$ cat src/rtl/sc_rx_pkg.sv
package sc_rx_pkg;

    typedef enum logic [1:0] {
        ST_RUN    = 2'd0,
        ST_ARMED  = 2'd1,
        ST_LOCKED = 2'd2
    } rx_state_e;

    localparam int BIT_NINTH  = 7;
    localparam int BIT_LAST   = 5;
    localparam int BIT_CHKERR = 4;
    localparam int BIT_FULL   = 3;
    localparam int BIT_EMPTY  = 2;
    localparam int BIT_OVR    = 1;
    localparam int BIT_PERR   = 0;

    function automatic logic [15:0] crc16_step(input logic [15:0] crc,
                                               input logic [7:0]  d,
                                               input logic [15:0] poly);
        logic [15:0] c;
        c = crc;
        for (int i = 7; i >= 0; i--) begin
            if (c[15] ^ d[i]) c = {c[14:0], 1'b0} ^ poly;
            else              c = {c[14:0], 1'b0};
        end
        return c;
    endfunction

endpackage

$ cat src/rtl/sc_rx_fifo.sv
module sc_rx_fifo #(
    parameter int DEPTH = 4,
    parameter int W     = 8
) (
    input  logic         clk,
    input  logic         rst_n,
    input  logic         push,
    input  logic [W-1:0] push_data,
    input  logic         pop,
    output logic [W-1:0] head,
    output logic         full,
    output logic         empty
);
    localparam int AW = (DEPTH > 1) ? $clog2(DEPTH) : 1;
    localparam int CW = $clog2(DEPTH + 1);

    logic [W-1:0]  mem [DEPTH];
    logic [AW-1:0] wp, rp;
    logic [CW-1:0] cnt;
    logic          do_push, do_pop;

    assign full    = (cnt == CW'(DEPTH));
    assign empty   = (cnt == '0);
    assign do_push = push && !full;
    assign do_pop  = pop && !empty;
    assign head    = mem[rp];

    always_ff @(posedge clk) begin
        if (do_push) mem[wp] <= push_data;
    end

    always_ff @(posedge clk) begin
        if (!rst_n) begin
            wp  <= '0;
            rp  <= '0;
            cnt <= '0;
        end else begin
            if (do_push) wp <= (wp == AW'(DEPTH - 1)) ? '0 : wp + 1'b1;
            if (do_pop)  rp <= (rp == AW'(DEPTH - 1)) ? '0 : rp + 1'b1;
            if (do_push && !do_pop)      cnt <= cnt + 1'b1;
            else if (do_pop && !do_push) cnt <= cnt - 1'b1;
        end
    end
endmodule

$ cat src/rtl/sc_rx_check.sv
module sc_rx_check
    import sc_rx_pkg::*;
#(
    parameter logic [15:0] CRC_POLY = 16'h1021,
    parameter logic [15:0] CRC_INIT = 16'hFFFF,
    parameter logic [15:0] CRC_GOOD = 16'h1D0F
) (
    input  logic       clk,
    input  logic       rst_n,
    input  logic       crc_mode,
    input  logic       take,
    input  logic [7:0] data,
    input  logic       close,
    input  logic       restart,
    output logic       mismatch
);
    logic [15:0] crc_q, crc_nxt;
    logic [7:0]  lrc_q, lrc_nxt;

    assign crc_nxt  = crc16_step(crc_q, data, CRC_POLY);
    assign lrc_nxt  = lrc_q ^ data;
    assign mismatch = crc_mode ? (crc_nxt != CRC_GOOD) : (lrc_nxt != 8'h00);

    always_ff @(posedge clk) begin
        if (!rst_n || close || restart) begin
            crc_q <= CRC_INIT;
            lrc_q <= 8'h00;
        end else if (take) begin
            crc_q <= crc_nxt;
            lrc_q <= lrc_nxt;
        end
    end
endmodule

$ cat src/rtl/sc_rx_ctrl.sv
module sc_rx_ctrl
    import sc_rx_pkg::*;
(
    input  logic clk,
    input  logic rst_n,
    input  logic arrive,
    input  logic fifo_full,
    input  logic host_wr,
    input  logic host_wlast,
    input  logic host_rd,
    output logic accept,
    output logic close,
    output logic abandon,
    output logic last_flag,
    output logic ovr_flag
);
    rx_state_e state, nxt;

    always_ff @(posedge clk) begin
        if (!rst_n) state <= ST_RUN;
        else        state <= nxt;
    end

    always_comb begin
        nxt = state;
        unique case (state)
            ST_RUN: begin
                if (arrive && fifo_full)     nxt = ST_LOCKED;
                else if (host_wr && host_wlast) nxt = ST_ARMED;
            end
            ST_ARMED: begin
                if (arrive && fifo_full)      nxt = ST_LOCKED;
                else if (arrive)              nxt = ST_RUN;
                else if (host_wr && !host_wlast) nxt = ST_RUN;
            end
            ST_LOCKED: begin
                if (host_rd) nxt = ST_RUN;
            end
            default: nxt = ST_RUN;
        endcase
    end

    always_comb begin
        accept    = arrive && !fifo_full && (state != ST_LOCKED);
        close     = accept && (state == ST_ARMED);
        abandon   = arrive && fifo_full && (state != ST_LOCKED);
        last_flag = (state == ST_ARMED);
        ovr_flag  = (state == ST_LOCKED);
    end
endmodule

$ cat src/rtl/sc_rx_status.sv
module sc_rx_status
    import sc_rx_pkg::*;
#(
    parameter int          DEPTH    = 4,
    parameter logic [15:0] CRC_INIT = 16'hFFFF
) (
    input  logic       clk,
    input  logic       rst_n,
    input  logic       rx_valid,
    input  logic [7:0] rx_data,
    input  logic       rx_perr,
    input  logic       rx_bit9,
    input  logic       cfg_crc,
    input  logic       cfg_sync9,
    input  logic       host_wr,
    input  logic       host_wlast,
    input  logic       host_rd,
    output logic [7:0] host_rdata,
    input  logic       pop,
    output logic [7:0] pop_data,
    output logic       irq_rxerr
);
    logic accept, close, abandon, last_flag, ovr_flag;
    logic full, empty, mismatch;
    logic perr_q, chkerr_q, ninth_q;

    sc_rx_ctrl u_ctrl (
        .clk        (clk),
        .rst_n      (rst_n),
        .arrive     (rx_valid),
        .fifo_full  (full),
        .host_wr    (host_wr),
        .host_wlast (host_wlast),
        .host_rd    (host_rd),
        .accept     (accept),
        .close      (close),
        .abandon    (abandon),
        .last_flag  (last_flag),
        .ovr_flag   (ovr_flag)
    );

    sc_rx_fifo #(.DEPTH(DEPTH), .W(8)) u_fifo (
        .clk       (clk),
        .rst_n     (rst_n),
        .push      (accept),
        .push_data (rx_data),
        .pop       (pop),
        .head      (pop_data),
        .full      (full),
        .empty     (empty)
    );

    sc_rx_check #(.CRC_INIT(CRC_INIT)) u_check (
        .clk      (clk),
        .rst_n    (rst_n),
        .crc_mode (cfg_crc),
        .take     (accept),
        .data     (rx_data),
        .close    (close),
        .restart  (abandon),
        .mismatch (mismatch)
    );

    always_ff @(posedge clk) begin
        if (!rst_n) begin
            perr_q   <= 1'b0;
            chkerr_q <= 1'b0;
            ninth_q  <= 1'b0;
        end else begin
            if (rx_valid && rx_perr) perr_q <= 1'b1;
            else if (host_rd)        perr_q <= 1'b0;
            if (close && mismatch)   chkerr_q <= 1'b1;
            else if (host_rd)        chkerr_q <= 1'b0;
            if (accept && cfg_sync9) ninth_q <= rx_bit9;
        end
    end

    always_comb begin
        host_rdata             = 8'h00;
        host_rdata[BIT_NINTH]  = ninth_q;
        host_rdata[BIT_LAST]   = last_flag;
        host_rdata[BIT_CHKERR] = chkerr_q;
        host_rdata[BIT_FULL]   = full;
        host_rdata[BIT_EMPTY]  = empty;
        host_rdata[BIT_OVR]    = ovr_flag;
        host_rdata[BIT_PERR]   = perr_q;
        irq_rxerr              = perr_q || ovr_flag;
    end
endmodule

$ cat config.mk
export PLATFORM = sky130hd
export DESIGN_NAME = sc_rx_status
export DESIGN_NICKNAME = d
export VERILOG_FILES = /design/src/rtl/sc_rx_pkg.sv /design/src/rtl/sc_rx_fifo.sv /design/src/rtl/sc_rx_check.sv /design/src/rtl/sc_rx_ctrl.sv /design/src/rtl/sc_rx_status.sv
export SDC_FILE = /design/constraint.sdc
export NUM_CORES = 1
export LEC_CHECK = 0
export BUFFER_PORTS_ARGS = -buffer_cell sky130_fd_sc_hd__buf_2
export CORE_MARGIN = 2
export CORE_UTILIZATION = 62
export DETAILED_ROUTE_END_ITERATION = 10
export MAX_ROUTING_LAYER = met4
export PLACE_DENSITY_LB_ADDON = 0.2
export SLEW_MARGIN = 20
export SYNTH_ARGS = -nofsm -noshare
export SYNTH_HDL_FRONTEND = slang
export SYNTH_HIERARCHICAL = 1
export SYNTH_SLANG_ARGS = --single-unit
$ cat constraint.sdc
create_clock -name clk -period 7.3 [get_ports clk]
set_input_delay 1.095 -clock clk [delete_from_list [all_inputs] [get_ports clk]]
set_output_delay 1.095 -clock clk [all_outputs]
set_load 0.05 [all_outputs]
Word-level counts from Yosys, hierarchy flattened

Memories as Yosys holds them, arrays and structs flattened. A register that Yosys moved wholly into a read port is not among the register bits.
Index checks and enable logic that the tools add are counted.

Bits in registers: 36
Latch bits: 0
RAM bits: 32
ROM bits: 0
Input port bits: 19
Logic and storage cells: 98
Memories kept: 1

Memories:

| name       | words | bits a word | read ports | clocked after memory_dff | wr ports | line             | source |
|---|---|---|---|---|---|---|---|
| u_fifo.mem | 4     | 8           | 1          | 1                        | 1        | sc_rx_fifo.sv:17 | `logic [W-1:0] mem [DEPTH];` |

Add/subtract/negate cells: 4
Multipliers: 0
Div/mod/pow operators: 0
Order comparisons: 0
Equal/unequal tests: 10
Shift-type cells: 0
Mux-type cells: 27
Bitwise operators: 17
Reductions and logical operators: 30

Operators by type and width:

| kind                                             | count |
|---|---|
| 2-to-1 mux 13 bit                                | 8 |
| NOT 3 bit                                        | 8 |
| 2-to-1 mux 2 bit                                 | 10 |
| != test 16 x 13 -> 1 bit, second input constant  | 1 |
| logical AND 1 bit                                | 14 |
| nonzero test 8 bit                               | 1 |
| XOR 1 bit                                        | 8 |
| XOR 8 bit                                        | 1 |
| == test 2 bit, second input constant             | 3 |
| zero test 1 bit                                  | 6 |
| 2-to-1 mux 1 bit                                 | 6 |
| 2-to-1 mux 3 bit                                 | 2 |
| one-hot mux 2 bit (3 select lines)               | 1 |
| nonzero test 2 bit                               | 3 |
| adder 2 x 1 -> 2 bit, second input constant      | 2 |
| != test 2 bit, second input constant             | 2 |
| != test 4 x 2 -> 1 bit, second input constant    | 1 |
| adder 3 x 1 -> 3 bit, second input constant      | 1 |
| == test 3 bit, second input constant             | 1 |
| zero test 3 bit                                  | 1 |
| logical OR 1 bit                                 | 3 |
| != test 3 x 1 -> 1 bit, second input constant    | 1 |
| AND reduction 3 bit                              | 1 |
| subtractor 3 x 1 -> 3 bit, second input constant | 1 |
| 2 further kinds                                  | 2 |

Depth between registers and ports, before layout

Gate-level depths: netlist of the first run.

Word-level depth: 20
Gate-level depth with buffers: 10
Mapped depth without buffers: 9

Hierarchy

The synthesis of the first run kept the hierarchy.

By module, submodules not included:

| module       | instances | cells each | area each (um2) | seq. area each (um2) |
|---|---|---|---|---|
| sc_rx_fifo   | 1         | 93         | 1,630.3         | 1,141.1 |
| sc_rx_check  | 1         | 137        | 1,242.4         | 480.5 |
| sc_rx_status | 1         | 23         | 186.4           | 60.1 |
| sc_rx_ctrl   | 1         | 16         | 133.9           | 40.0 |

Worst setup path after synthesis of the first run

No wires, ideal clock.

Path type: input -> register
From: in rx_valid
To: reg u_fifo.cnt[2]
Arrival: 2.808 ns
Required time: 7.224 ns
Setup slack: 4.416 ns
Cell stages on the path: 9
Cell sequence: nor3b_1 > nor2b_1 > buf_2 > ha_1 > inv_1 > fa_1 > xor2_1 > or3_1 > a21boi_0

Word-level cells in the longest chain between the ends: 6
Elaborated cells on any way between the ends: 8

Ends and longest elaborated chain:

| item                              | line              | source |
|---|---|---|
| start, declared                   | sc_rx_status.sv:9 | `input logic rx_valid,` |
| logical AND 1 bit * (2 in series) | sc_rx_ctrl.sv:44  | `accept = arrive && !fifo_full && (state != ST_LOCKED);` |
| logical AND 1 bit *               | sc_rx_fifo.sv:24  | `assign do_push = push && !full;` |
| named net u_fifo.do_push          | sc_rx_fifo.sv:20  | `logic do_push, do_pop;` |
| zero test 1 bit                   | sc_rx_fifo.sv:41  | `else if (do_pop && !do_push) cnt <= cnt - 1'b1;` |
| logical AND 1 bit                 | sc_rx_fifo.sv:41  |  |
| nonzero test 2 bit (no line)      | --                |  |
| end signal, assigned              | sc_rx_fifo.sv:40  | `if (do_push && !do_pop) cnt <= cnt + 1'b1;` |
| end signal, assigned              | sc_rx_fifo.sv:41  |  |
| end, declared                     | sc_rx_fifo.sv:19  | `logic [CW-1:0] cnt;` |

The timed path passes the listed nets; every way through them passes the cells marked *.
A chain may end at the register's enable or synchronous reset.

Worst setup path after layout of the first run

From: in rx_valid
To: reg u_fifo.cnt[2]

Word-level cells in the longest chain between the ends: 6
Elaborated cells on any way between the ends: 8

Ends and longest elaborated chain:

| item                              | line               | source |
|---|---|---|
| logical AND 1 bit * (2 in series) | sc_rx_ctrl.sv:44   |  |
| named net accept                  | sc_rx_status.sv:23 | `logic accept, close, abandon, last_flag, ovr_flag;` |
| logical AND 1 bit *               | sc_rx_fifo.sv:24   |  |
| zero test 1 bit                   | sc_rx_fifo.sv:41   |  |
| logical AND 1 bit                 | sc_rx_fifo.sv:41   |  |
| nonzero test 2 bit (no line)      | --                 |  |

Marked as above.

==> run_results.csv, run 1 <==
group,metric,value,unit
logic_synthesis,synth_mux_area_frac,0.0940,
die,boundaryPins,36,
drt,first_pass_iters,4,
sta,worst_pin_slew,0.606,ns
logic_synthesis,synth.avg_cell_area,11.9,um2
die,core_area,5040,um2
worst_setup_path,r2r-start,"u_fifo/cnt[0]",
cts,cts_setup_buffers,0,
logic_synthesis,synthFlopType,"dfxtp_1",
job,drv_cap,0,
logic_synthesis,yosysUniqueCellTypes,46,
drt,drtAntennaViolNets,0,
logic_synthesis,ys_top_cells_by_count,"nand2_1, dfxtp_1, edfxtp_1",
logic_synthesis,synth-compound-area-share,0.0404,
cts,cts_tree,"yes",
logic_synthesis,yosysMostFrequentCell,"nand2_1",
cts,post_cts_resized,0,
worst_setup_path,crit_end,"u_fifo/cnt[2]",
cts,htreeDepth,3,
sta,setup-tns-final,0,ns
sta,fmax,0.308,GHz
sta,slew_viol_final,0,
cts,clock_sinks,70,
power,totalPowerFinal,1.50,mW
logic_synthesis,synth.area.top_cells,"edfxtp_1, dfxtp_1, mux4_2",
status,status,"finished, final reports clean",
power,powerDensity,417,nW/um2
power,swShare,0.379,
die,dieArea,5740,um2
global_route,grt_start_max_net_pins,30,
power,p_int,0.930,mW
placement,place.port_buffers,34,
worst_hold_path,hp-start,"ninth_q",
worst_hold_path,min_path_type,"reg -> reg",
layout,syn2layout_area_growth,12.6,%
cts,cts_hold_buf,0,
worst_setup_path,r2r_slack,4.30,ns
cts,cts_max_path_buffers,2,
logic_synthesis,yosys_warnings,6,
logic_synthesis,syn-num-nets,295,
drt,via_per_inst,5.30,
power,peakVddDrop,233,uV
worst_setup_path,cp-end-kind,"flip-flop",
worst_setup_path,cp_max_fo,29,
sta,relSlewSlack,0.593,
die,start_util,0.633,
die,die_h,75.8,um
logic_synthesis,yosysTopAreaCellShare,0.301,
logic_synthesis,synth_top_family_by_area,"simple AND/OR/NAND/NOR gates",
power,p_clk_frac,0.228,
placement,dp_hpwl,3780,um
logic_synthesis,synth_simple_gate_area_frac,0.135,
logic_synthesis,synth_xor_area_frac,0.124,
die,fp-row-count,26,
power,p_leak,1.41,nW
cts,cts-root-buf,"clkbuf_8",
placement,place.gp.congestion,0.808,
worst_setup_path,crit_path_start,"rx_valid",
logic_synthesis,yosysSeqAreaShare,0.539,
sta,fin_crit,3.25,ns
sta,rsz0062_at_grt,"false",
global_route,overflow,0,
layout,nets,325,
worst_setup_path,r2r.worst_path.cells,10,
power,pwr-share-seq,0.389,
worst_setup_path,rr_endpoint,"u_fifo/cnt[2]",
drt,wl,5510,um
die,die_x,75.8,um
layout,antenna_cells,0,
drt,vias,1982,
logic_synthesis,synth_seq_cells,70,
logic_synthesis,synthAdderAreaFrac,0.0298,
sta,setup_viol,0,
sta,min_period_over_period,0.445,
sta,skew,0.00496,ns
drt,drc,0,
worst_setup_path,worst_ep_required_time,7.56,ns
drt,drt_iter0_markers,79,
logic_synthesis,synthArstFlopShare,0,
layout,layout-drive-gt1-share,0.217,
logic_synthesis,synth_edf_count,32,
logic_synthesis,netlist_instances,269,
cts,cts_made_buffers,9,
drt,wl_per_cell,14.7,um
logic_synthesis,synth_top_area_cell,"edfxtp_1",
sta,hold_viol_final,0,
worst_setup_path,path_class,"in -> reg",
cts,path_clk_slew,0.08,ns
global_route,grt_pass1_wl,8630,um
global_route,antenna_found_initial,0,
cts,worstSkewPairLatency,0.34,ns
power,netSwitchingPower,0.568,mW
logic_synthesis,synth.cell_area,3190,um2
worst_setup_path,cp.arrival,3.51,ns
global_route,grt_pass1_vias,1883,
power,pwr-share-comb,0.383,
worst_setup_path,start_kind,"input pin",
global_route,grt_usage,0.217,
-- critical path, cell delays in order --
cell and delay (ns):
buf_2 0.12, nor3b_2 0.15, buf_4 0.33, nor2b_1 0.46, ha_1 0.27, inv_1 0.06, fa_1 0.37, xor2_1 0.15
or3_1 0.31, a21boi_0 0.17
-- flip-flops by register name, indices dropped and copies added, names as in the netlist, named ones only --
signal         cells
u_fifo/mem        32
chkerr_q           1
u_fifo/cnt         3
u_fifo/wp          2
u_check/crc_q     16
u_fifo/rp          2
u_check/lrc_q      8
ninth_q            1
perr_q             1
u_ctrl/state       2
-- cell usage in the layout, fill, tap and decap left out, types with 5 or more instances in the layout --
cell / instances
mux2i_1: 12
xor2_1: 19
and2_1: 6
xnor2_1: 20
nand2_1: 40
mux4_2: 8
nor2_1: 14
ha_1: 6
buf_2: 34
dfxtp_1: 38
clkbuf_8: 9
inv_1: 5
edfxtp_1: 32
o21ai_0: 8
-- per-layer routing --
metal,part of all wire,vias to the layer above,GRT usage
met5,0,-,-
met4,0.012,0,0.0760
met3,0.046,10,0.0648
met2,0.50,44,0.352
met1,0.44,952,0.256
li1,-,976,-
-- power groups by stage --
stage,Clock [mW],Combinational (mW),Sequential (mW)
6_report,0.342,0.574,0.582
5_1_grt,0.364,0.628,0.594
4_1_cts,0.347,0.577,0.583
3_5_place_dp,0,0.571,0.590
3_3_place_gp,0,0.560,0.587
2_1_floorplan,0,0.494,0.563
-- through the flow --
| step | setup slack, ns | utilization | cells | hold WS (ns) | area, um2 |
|---|---|---|---|---|---|
| 6_report | 4.05 | 0.713 | 374 | 0.460 | 3600 |
| 5_1_grt | 3.85 | 0.713 | 374 | 0.498 | 3600 |
| 4_1_cts | 4.06 | 0.713 | 374 | 0.463 | 3600 |
| 3_5_place_dp | 3.71 | 0.669 | 358 | 0.452 | 3370 |
| 3_3_place_gp | 3.82 | 0.669 | 358 | 0.450 | 3370 |
| 2_1_floorplan | 4.42 | - | 269 | 0.438 | 3190 |
-- cells by family after synthesis --
group | after synthesis
buffers and inverters | 22
xor gates and xnor gates | 42
and+or+nand+nor | 87
muxes | 20
AOI/OAI and AO/OA | 20
DFF | 70
other | 1
adders and majority gates | 7
-- worst min path at each step --
stage | cells past startpoint | slack, ns | to
floorplan | 2 | 0.44 | ninth_q
global placement | 2 | 0.45 | ninth_q
detailed placement | 2 | 0.45 | ninth_q
CTS | 2 | 0.46 | ninth_q
global route | 2 | 0.50 | chkerr_q
finish | 2 | 0.46 | ninth_q
-- final cells by class --
cell class                 instances  area [um2]
sequential                        70        1720
fill                             364        1450
multi-input combinational        177        1360
timing repair buffer              36         185
clock buffer                       9         124
clock inverter                     7        97.6
tap                               70        87.6
inverter                           5        18.8
Power figures use the tool's default switching activity.
==> run 2, diff against run 1 <==
--- a/config.mk
+++ b/config.mk
@@ -7,7 +7,7 @@
 export LEC_CHECK = 0
 export BUFFER_PORTS_ARGS = -buffer_cell sky130_fd_sc_hd__buf_2
 export CORE_MARGIN = 2
-export CORE_UTILIZATION = 62
+export CORE_UTILIZATION = 58
 export DETAILED_ROUTE_END_ITERATION = 10
 export MAX_ROUTING_LAYER = met4
 export PLACE_DENSITY_LB_ADDON = 0.2
==> constraint.sdc (replaced) <==
create_clock -name clk -period 3.3 [get_ports clk]
set_input_delay 0.495 -clock clk [delete_from_list [all_inputs] [get_ports clk]]
set_output_delay 0.495 -clock clk [all_outputs]
set_load 0.05 [all_outputs]
==> run_results.csv, run 2 (synthesized netlist as in run 1, its figures left out) <==
group,metric,value,unit
worst_setup_path,worst_ep_required_time,3.57,ns
cts,cts_made_buffers,9,
worst_hold_path,min_path_type,"in -> reg",
placement,dp_hpwl,3740,um
worst_setup_path,critPathSlowestCell,"dfxtp_1",
layout,nets,325,
drt,wl,5510,um
sta,setup-tns-final,0,ns
cts,post_cts_resized,0,
die,boundaryPins,36,
sta,worst_pin_slew,0.626,ns
global_route,antenna_found_initial,0,
sta,fmax,0.386,GHz
cts,clock_sinks,70,
placement,dp.cells,360,
sta,slew_viol_final,0,
placement,place.port_buffers,34,
die,fp-row-count,27,
worst_setup_path,cp-end-kind,"flip-flop",
layout,syn2layout_area_growth,13.0,%
layout,largest_reg_flops,32,
sta,min_period_over_period,0.785,
power,p_leak,1.42,nW
worst_setup_path,cp_max_fo,7,
drt,first_pass_iters,4,
sta,skew,0.00745,ns
cts,cts_max_path_buffers,2,
drt,drt_iter0_markers,77,
sta,relSlewSlack,0.580,
global_route,grt_busiest_layer,"met2",
drt,drtAntennaViolNets,0,
worst_setup_path,max_stage_delay,0.44,ns
sta,rsz0062_at_grt,"false",
power,peakVddDrop,517,uV
cts,worstSkewPairLatency,0.34,ns
cts,cts_tree,"yes",
drt,via_per_inst,5.23,
cts,cts_setup_buffers,0,
global_route,grt_start_max_net_pins,29,
die,die_h,78.2,um
global_route,overflow,0,
layout,antenna_cells,0,
drt,vias,1966,
die,dieArea,6110,um2
placement,place.gp.congestion,0.838,
status,status,"finished, final reports clean",
global_route,grt_pass1_wl,9010,um
layout,instances_no_fill,376,
global_route,grt_usage,0.201,
layout,post-route-util,0.668,
drt,drc,0,
global_route,use_met1,0.258,
worst_setup_path,crit_chain,"nor3b_2, nor3b_2, nor2b_1, ha_1, inv_1, fa_1, xor2_1, or3_1, a21boi_0",
cts,cts_hold_buf,0,
die,core_area,5410,um2
global_route,use_met3,0.0563,
cts,cts-root-buf,"clkbuf_8",
layout,top_register,"u_fifo/mem",
worst_setup_path,cpMostUsedCell,"nor3b_2",
sta,hold_viol_final,0,
worst_setup_path,start_kind,"flip-flop",
die,start_util,0.591,
job,drv_cap,0,
global_route,met2_usage,0.304,
power,totalPowerFinal,3.36,mW
cts,path_clk_slew,0.07,ns
sta,fin_crit,2.59,ns
drt,wl_per_cell,14.6,um
layout,layout_common_cells,"nand2_1, dfxtp_1, buf_2",
die,die_x,78.2,um
worst_setup_path,cp.arrival,2.86,ns
global_route,grt_pass1_vias,1896,
cts,htreeDepth,3,
layout,largestRegisters,"u_fifo/mem x32, u_check/crc_q x16, u_check/lrc_q x8",
worst_setup_path,path_class,"reg -> reg",
layout,final_common_cell,"nand2_1",
power,powerDensity,931,nW/um2
layout,layout-drive-gt1-share,0.211,
sta,setup_viol,0,
==> run 2: worst max-delay path: cells and delay by family, from the launching register on <==
| family | cells | cell delay [ns] |
|---|---|---|
| fa+ha+maj | 2 | 0.66 |
| simple gates | 4 | 1.06 |
| buf+inv | 1 | 0.06 |
| xor+xnor | 1 | 0.16 |
| compound gates | 1 | 0.15 |
| flops | 1 | 0.44 |
==> run 2: worst paths after layout <==
check	start	to	slack, ns	cells past startpoint
hold / removal	rx_bit9	ninth_q	0.40	3
setup / recovery	u_fifo/cnt[0]	u_fifo/cnt[2]	0.71	9
hold reg to reg	ninth_q	ninth_q	0.46	2
setup reg to reg	u_fifo/cnt[0]	u_fifo/cnt[2]	0.71	9
==> run 2: layer usage <==
metal | share of wire | wire [um] | vias to the layer above
li1 | - | - | 977
met5 | 0 | 0 | -
met4 | 0.021 | 114 | 0
met1 | 0.48 | 2620 | 933
met3 | 0.038 | 211 | 9
met2 | 0.47 | 2560 | 47
==> run 2: through the flow <==
step                instance area (um2)  setup WS (ns)  hold WS (ns)
floorplan                          3190          0.964         0.438
global placement                   3380          0.709         0.442
detailed placement                 3380          0.645         0.458
CTS                                3610          0.696         0.393
global route                       3610          0.476         0.412
finish                             3610          0.709         0.396
==> run 2: power by group <==
group	total, mW	internal (mW)	switching, mW
clock network	0.802	0.500	0.302
logic	1.27	0.510	0.757
registers	1.29	1.12	0.169
==> run 2: layout make-up <==
| cell class | instances | area [um2] |
|---|---|---|
| clock buffers | 11 | 131 |
| clock inverters | 5 | 100 |
| fillers | 429 | 1800 |
| inverters | 5 | 18.8 |
| multi-input cells | 177 | 1360 |
| flip-flops and latches | 70 | 1720 |
| well taps | 72 | 90.1 |
| repair buffers | 36 | 185 |
